### src/rtl/pwr_seq_pkg.sv
package pwr_seq_pkg;
  typedef struct packed {
    logic pwr;
    logic stop;
    logic wdt;
  } trig_t;
  localparam int SYNC_STAGES = 2;
endpackage

### src/rtl/sync2.sv
module sync2 #(
  parameter int W = 1,
  parameter logic [W-1:0] INIT = '0
) (
  input  logic         clk,
  input  logic         rst,
  input  logic [W-1:0] d,
  output logic [W-1:0] q
);
  logic [W-1:0] meta;
  always_ff @(posedge clk) begin
    if (rst) begin
      meta <= INIT;
      q    <= INIT;
    end else begin
      meta <= d;
      q    <= meta;
    end
  end
endmodule

### src/rtl/rc_tick.sv
module rc_tick (
  input  logic clk,
  input  logic rst,
  input  logic rc_clk,
  output logic tick
);
  logic rc_s, rc_prev;
  sync2 #(.W(1)) u_sync (.clk(clk), .rst(rst), .d(rc_clk), .q(rc_s));
  always_ff @(posedge clk) begin
    if (rst) rc_prev <= 1'b0;
    else     rc_prev <= rc_s;
  end
  assign tick = rc_s & ~rc_prev;
endmodule

### src/rtl/hold_oneshot.sv
module hold_oneshot #(
  parameter int HOLD_TICKS = 2500
) (
  input  logic clk,
  input  logic rst,
  input  logic tick,
  input  logic clear,
  output logic core_rst
);
  localparam int CW = $clog2(HOLD_TICKS + 1);
  localparam logic [CW-1:0] LAST = CW'(HOLD_TICKS - 1);
  logic [CW-1:0] cnt;

  always_ff @(posedge clk) begin
    if (rst) begin
      cnt      <= '0;
      core_rst <= 1'b1;
    end else if (clear) begin
      cnt      <= '0;
      core_rst <= 1'b1;
    end else if (core_rst && tick) begin
      if (cnt == LAST) begin
        cnt      <= '0;
        core_rst <= 1'b0;
      end else begin
        cnt <= cnt + 1'b1;
      end
    end
  end

  assert_trigger_holds_R8: assert property (@(posedge clk) disable iff (rst)
    clear |=> (core_rst && cnt == '0));
  assert_release_on_last_tick_R2: assert property (@(posedge clk) disable iff (rst)
    $fell(core_rst) |-> ($past(cnt) == LAST && $past(tick)));
  assert_count_idle_R2: assert property (@(posedge clk) disable iff (rst)
    !core_rst |-> cnt == '0);
endmodule

### src/rtl/halt_ctrl.sv
module halt_ctrl #(
  parameter int NIRQ = 3
) (
  input  logic            clk,
  input  logic            rst,
  input  logic            rst_hold,
  input  logic            halt_req,
  input  logic            insn_boundary,
  input  logic [NIRQ-1:0] irq_req,
  input  logic [NIRQ-1:0] irq_en,
  output logic            cpu_clk_en
);
  logic halted, halted_nxt, wake;
  assign wake = |(irq_req & irq_en);

  always_comb begin
    if (rst_hold)    halted_nxt = 1'b0;
    else if (halted) halted_nxt = ~wake;
    else             halted_nxt = halt_req & insn_boundary & ~wake;
  end

  always_ff @(posedge clk) begin
    if (rst) begin
      halted     <= 1'b0;
      cpu_clk_en <= 1'b1;
    end else begin
      halted     <= halted_nxt;
      cpu_clk_en <= ~halted_nxt;
    end
  end

  assert_reset_clears_halt_R11: assert property (@(posedge clk) disable iff (rst)
    rst_hold |=> cpu_clk_en);
  assert_masked_stays_R10: assert property (@(posedge clk) disable iff (rst)
    (!cpu_clk_en && !wake && !rst_hold) |=> !cpu_clk_en);
  assert_enabled_wakes_R10: assert property (@(posedge clk) disable iff (rst)
    (!cpu_clk_en && wake) |=> cpu_clk_en);
  assert_entry_at_boundary_R9: assert property (@(posedge clk) disable iff (rst)
    (cpu_clk_en && !(halt_req && insn_boundary)) |=> cpu_clk_en);
endmodule

### src/rtl/pwr_seq_ctrl.sv
module pwr_seq_ctrl
  import pwr_seq_pkg::*;
#(
  parameter int HOLD_TICKS = 2500,
  parameter int NIRQ       = 3
) (
  input  logic            clk,
  input  logic            rst,
  input  logic            rc_clk,
  input  logic            pwr_ok,
  input  logic            stop_wake,
  input  logic            wdt_expire,
  input  logic            stop_skip,
  input  logic            halt_req,
  input  logic            insn_boundary,
  input  logic [NIRQ-1:0] irq_req,
  input  logic [NIRQ-1:0] irq_en,
  output logic            core_rst,
  output logic            cpu_clk_en
);
  trig_t raw, synced, prev;
  logic  tick, stop_edge, wdt_edge, clear;

  assign raw = '{pwr: pwr_ok, stop: stop_wake, wdt: wdt_expire};

  sync2 #(.W($bits(trig_t))) u_trig_sync (
    .clk(clk), .rst(rst), .d(raw), .q(synced)
  );

  always_ff @(posedge clk) begin
    if (rst) prev <= '0;
    else     prev <= synced;
  end

  assign stop_edge = synced.stop & ~prev.stop;
  assign wdt_edge  = synced.wdt  & ~prev.wdt;
  // Power fail holds the timer at zero; the good edge lets it count.
  assign clear = ~synced.pwr | wdt_edge | (stop_edge & ~stop_skip);

  rc_tick u_tick (.clk(clk), .rst(rst), .rc_clk(rc_clk), .tick(tick));

  hold_oneshot #(.HOLD_TICKS(HOLD_TICKS)) u_hold (
    .clk(clk), .rst(rst), .tick(tick), .clear(clear), .core_rst(core_rst)
  );

  halt_ctrl #(.NIRQ(NIRQ)) u_halt (
    .clk(clk), .rst(rst), .rst_hold(clear | core_rst),
    .halt_req(halt_req), .insn_boundary(insn_boundary),
    .irq_req(irq_req), .irq_en(irq_en), .cpu_clk_en(cpu_clk_en)
  );

  assert_no_halt_in_reset_R12: assert property (@(posedge clk) disable iff (rst)
    core_rst |=> cpu_clk_en);
  assert_skip_no_reset_R6: assert property (@(posedge clk) disable iff (rst)
    (!core_rst && synced.pwr && !wdt_edge && stop_skip) |=> !core_rst);
endmodule

### config.mk
export PLATFORM = sky130hd
export DESIGN_NAME = pwr_seq_ctrl
export DESIGN_NICKNAME = d
export VERILOG_FILES = /design/src/rtl/pwr_seq_pkg.sv /design/src/rtl/sync2.sv /design/src/rtl/rc_tick.sv /design/src/rtl/hold_oneshot.sv /design/src/rtl/halt_ctrl.sv /design/src/rtl/pwr_seq_ctrl.sv
export SDC_FILE = /design/constraint.sdc
export NUM_CORES = 1
export LEC_CHECK = 0
export ABC_AREA = 1
export BUFFER_PORTS_ARGS = -buffer_cell sky130_fd_sc_hd__buf_2
export CAP_MARGIN = 30
export CORE_ASPECT_RATIO = 1.1
export CORE_UTILIZATION = 45
export CTS_CLUSTER_SIZE = 40
export DETAILED_ROUTE_END_ITERATION = 7
export PLACE_DENSITY = 0.62
export REMOVE_ABC_BUFFERS = 1
export SYNTH_ARGS = -nofsm -noshare
export SYNTH_HDL_FRONTEND = slang
export SYNTH_SLANG_ARGS = --single-unit
### constraint.sdc
create_clock -name clk -period 1.3 [get_ports clk]
set_input_delay 0.325 -clock clk [delete_from_list [all_inputs] [get_ports clk]]
set_output_delay 0.325 -clock clk [all_outputs]
set_load 0.005 [all_outputs]
After elaboration in Yosys (flattened, before gate mapping):

Index checks and enable logic that the tools add are counted.

* bits in registers: 26
* bits of input ports: 15
* output and inout port bits: 2

* $add $sub $neg: 1
* equal/unequal tests: 1
* multiplexer cells: 3
* bitwise gates (word level): 17
* reductions and logical operators: 4

Operators with widths (number)
* 12-bit by 1-bit adder with 12-bit output, second input constant: 1
* 12-bit equality test, second input constant: 1
* 12-bit two-way mux: 1
* 1-bit inverter: 7
* 1-bit AND: 6
* 3-bit AND: 1
* 1-bit bitwise OR: 3
* 3-bit OR reduction: 1
* 1-bit two-way mux: 2
* 2-bit AND reduction: 1
* 2-bit OR reduction: 1
* 1-bit logical AND: 1

Longest topological paths before layout:

* depth after elaboration: 7
* mapped depth: 8
* depth with buffers taken out: 8

By module:

From an unflattened synthesis, not the netlist that was laid out.

* cell total of the unflattened synthesis: 150
* area, all modules: 1104.8 um2

By module, submodules not included
* hold_oneshot: instances 1, cells each 91, area an instance 658.1 um2, seq. area each 260.2 um2
* sync2 at u_trig_sync: instances 1, cells each 18, area an instance 165.2 um2, seq. area each 120.1 um2
* halt_ctrl: instances 1, cells each 17, area an instance 100.1 um2, seq. area each 40.0 um2
* pwr_seq_ctrl: instances 1, cells each 14, area an instance 95.1 um2, seq. area each 40.0 um2
* sync2 at u_tick.u_sync: instances 1, cells each 6, area an instance 55.1 um2, seq. area each 40.0 um2
* rc_tick: instances 1, cells each 4, area an instance 31.3 um2, seq. area each 20.0 um2

Worst setup path after synthesis:

Ideal clock, no wire load.

* kind: register to register
* start point: register u_hold.cnt[0]
* end point: register u_hold.cnt[9]
* library setup time: 0.114 ns
* data arrival time: 1.037 ns
* required time: 1.186 ns
* setup slack: 0.149 ns
* cell stages (with the launch flop): 9
* buffers on the path: 0
* period minus slack after synthesis: 1.151 ns
* path through: dfxtp_1 ha_1 nand2_1 nor2_1 nand2_2 nor2_2 nor2_2 nand2_1 nor2_2

* longest elaborated chain between the ends: 2
* elaborated cells on any way between the ends: 3

Ends and longest elaborated chain
* from (decl): RTL line hold_oneshot.sv:12 `logic [CW-1:0] cnt;`
* from (signal assigned): RTL line hold_oneshot.sv:26 `cnt <= cnt + 1'b1;`
* 12-bit by 1-bit adder with 12-bit output or 12-bit equality test (tied branches): RTL line hold_oneshot.sv:26, hold_oneshot.sv:22
* 12-bit two-way mux (*): RTL line hold_oneshot.sv:22 `if (cnt == LAST) begin`

Every way passes the cells marked *; elsewhere a longest branch is shown, timed or not.
A chain may end at the register's enable or synchronous reset.

Worst setup path in the final report:

* start point: register u_hold.cnt[5]
* end point: register u_hold.cnt[11]

Same word-level chain as after synthesis.

==> run metrics <==
crit path max fanout=5; pwr dens=1030 nW/um2; Inserted Clock Buffers=3; Min-Delay Path Depth=3; area share of the largest cell type after synthesis=44.3%; IO Port Bufs=16; WHS Endpoint=u_trig_sync.meta[0]; cells along the critical path=inv_1, nand2_1, nor2_1, nand2_1, nor2_2, nor2_4, nand2_1, nor2_1; RSZ-0062 raised after global routing=no; slowest CP cell=dfxtp_1; area of the multi-input gates=562 um2; CP required=1.53 ns; root buf cell=clkbuf_4; Tot Pwr=1.44 mW; WL/cell=9.88 um; GPL Wtd Cong=0.884; drt via density=4.63; Clock Latency Late Sink=0.32 ns; CP Capture Type=flop; R2R Setup Slk=0.10 ns; clock buffer depth=2; Hold Slack=0.189 ns; status=finished clean; Final Max Tran Viols=0; Setup TNS=0 ns; most used cell along the critical path=nand2_1; register area=524 um2; pre-CTS setup slack=0.0268 ns; number of remaining DRC errors=0; Max stage delay on crit path=0.38 ns; largest net degree at the start of global routing=16; Core Box Area=2500 um2; Avg Cell Area, Syn=7.07 um2; Syn-to-layout area delta=18.9%; CTS tree=built; Fin. Hold Viols=0; Routed WL=2.17 mm; worst reg-to-reg path cell count=8; Startpoint Class=flop; critical path class=flop to flop; H-tree depth=1; ys async rst share=0%; share of layout cells above drive strength 1=22.2%; Starting Density=47.0%; fin crit share=92.0%; Synth area leader=dfxtp_1; diode count=0; Yosys Warn Count=0; initial antenna violation count=0; worst slew pin tran=0.317 ns; final net count=206; final setup fails=0; die height=55.6 um; critical hold path startpoint=wdt_expire; Detail Placement HPWL=1.68 mm; clock-pin slew of the registers on the worst-case setup and hold paths=0.14 ns; Max Freq=836 MHz; gr usage total=18.0%; final critical-path required period=1.20 ns; reg2reg end=u_hold.cnt[11]; worst reg2reg path startpoint=u_hold.cnt[5]; Antenna Nets Post-Route=0; first-pass GRT wire length=3.85 mm; worst setup margin=0.103 ns; IO Pins=17; Pre-Repair DR Iteration Count=4; Worst Hold Class=input pin to flop; die width=50.7 um; register bit total from synthesis=26; Post-Syn Area=1170 um2; most area-consuming cells after synthesis=dfxtp_1 (44%), nand2_1 (12%), nor2_1 (12%), inv_1 (8.6%), nand3_1 (2.6%); die area=2820 um2; LEAKAGE=0.618 nW; clock sinks=26; Cell variety after synth=23; Commonest cells post-synth=nand2_1 (39), nor2_1 (39), inv_1 (27), dfxtp_1 (26), nand3_1 (6); max-cap check violation count=0; Peak VDD IR=0.981 mV; WP data arrival=1.43 ns; number of synthesized flops with an enable pin=0; vias in the first global route=961; Post-synth top flop=dfxtp_1; cell row count=19; Initial DRC Count=28; Filler cells=260; vias=1019; Max Clock Skew=0.00252 ns; post-synthesis sequential area ratio=44.3%; Synth Instances=166; global route overflow=0; worst relative slew slack=78.7%
area by class of cell:
cell class | count | area share [%]
flip-flops and latches | 26 | 37.6
multi-input cells | 111 | 40.3
repair buffers | 20 | 7.89
clock inverters | 1 | 2.15
clock buffers | 3 | 1.61
inverters | 28 | 7.71
well taps | 31 | 2.78
where the power goes:
| part | switching (mW) | internal, mW | leakage, nW |
|---|---|---|---|
| clock | 0.243 | 0.312 | 0.0279 |
| combinational | 0.0372 | 0.0339 | 0.379 |
| sequential | 0.00473 | 0.811 | 0.212 |
cell usage in the layout, fill, tap and decap left out, drive strengths merged:
| master | Yosys | routed |
|---|---|---|
| nor2 | 45 | 45 |
| nand2 | 41 | 41 |
| inv | 28 | 28 |
| dfxtp | 26 | 26 |
| buf | 0 | 20 |
| nand3 | 8 | 8 |
| nor3 | 4 | 4 |
| nand3b | 3 | 3 |
| xor2 | 3 | 3 |
| clkbuf | 1 | 3 |
| o21ai | 2 | 2 |
| a21boi | 1 | 1 |
| nor4 | 1 | 1 |
| a21o | 1 | 1 |
| nand4 | 1 | 1 |
| ha | 1 | 1 |
| bufinv | 0 | 1 |
cell families after synthesis:
family                   Yosys count  synth area share [%]
XOR/XNOR                           3                  2.24
buffers and inverters             29                  9.49
AO/OA/AOI/OAI                      4                  2.77
flip-flops                        26                  44.3
adder cells (fa/ha/maj)            1                  1.07
AND/OR/NAND/NOR                  103                  40.1
worst max-delay path: cells and delay by family, from the launching register on:
family,cells,cell delay (ns)
buffers and inverters,1,0.12
DFF,1,0.38
and+or+nand+nor,7,0.62
registers in the layout (all words and copies together) (netlist names):
register,cells
prev,2
u_halt.cpu_clk_en,1
u_halt.halted,1
u_hold.cnt,12
u_hold.core_rst,1
u_tick.rc_prev,1
u_tick.u_sync.meta,1
u_tick.u_sync.q,1
u_trig_sync.meta,3
u_trig_sync.q,3
per-stage QoR:
stage / utilization [%] / cells / area, um2
2_1_floorplan: - / 165 / 1170
3_3_place_gp: 52.5 / 215 / 1310
3_5_place_dp: 52.5 / 215 / 1310
4_1_cts: 54.9 / 219 / 1370
5_1_grt: 55.9 / 220 / 1400
6_report: 55.9 / 220 / 1400
worst max path at each step:
| stage | slack (ns) | from | to |
|---|---|---|---|
| 6_report | 0.10 | u_hold.cnt[5] | u_hold.cnt[11] |
| 5_1_grt | 0.004 | u_hold.cnt[5] | u_hold.cnt[11] |
| 4_1_cts | 0.02 | u_hold.cnt[0] | u_hold.cnt[11] |
| 3_5_place_dp | 0.03 | u_hold.cnt[0] | u_hold.cnt[11] |
| 3_3_place_gp | 0.09 | u_hold.cnt[0] | u_hold.cnt[4] |
| 2_1_floorplan | 0.15 | u_hold.cnt[0] | u_hold.cnt[9] |
repair_timing:
| item | in CTS | in global routing |
|---|---|---|
| resized for setup | 2 | 5 |
| hold buffers | 0 | 0 |
| buffers inserted | 0 | 1 |
| setup endpoints to repair | 1 | 12 |
layer usage:
layer	up-vias	GRT usage [%]	share of wire, %	wire (um)
met5	-	0	0	0
met4	0	8.73	2.6	56
met3	6	3.31	4.0	86
met2	31	32.0	51	1120
met1	441	20.0	42	913
li1	541	-	-	-
Note: power is estimated with default switching activity, not from simulation.
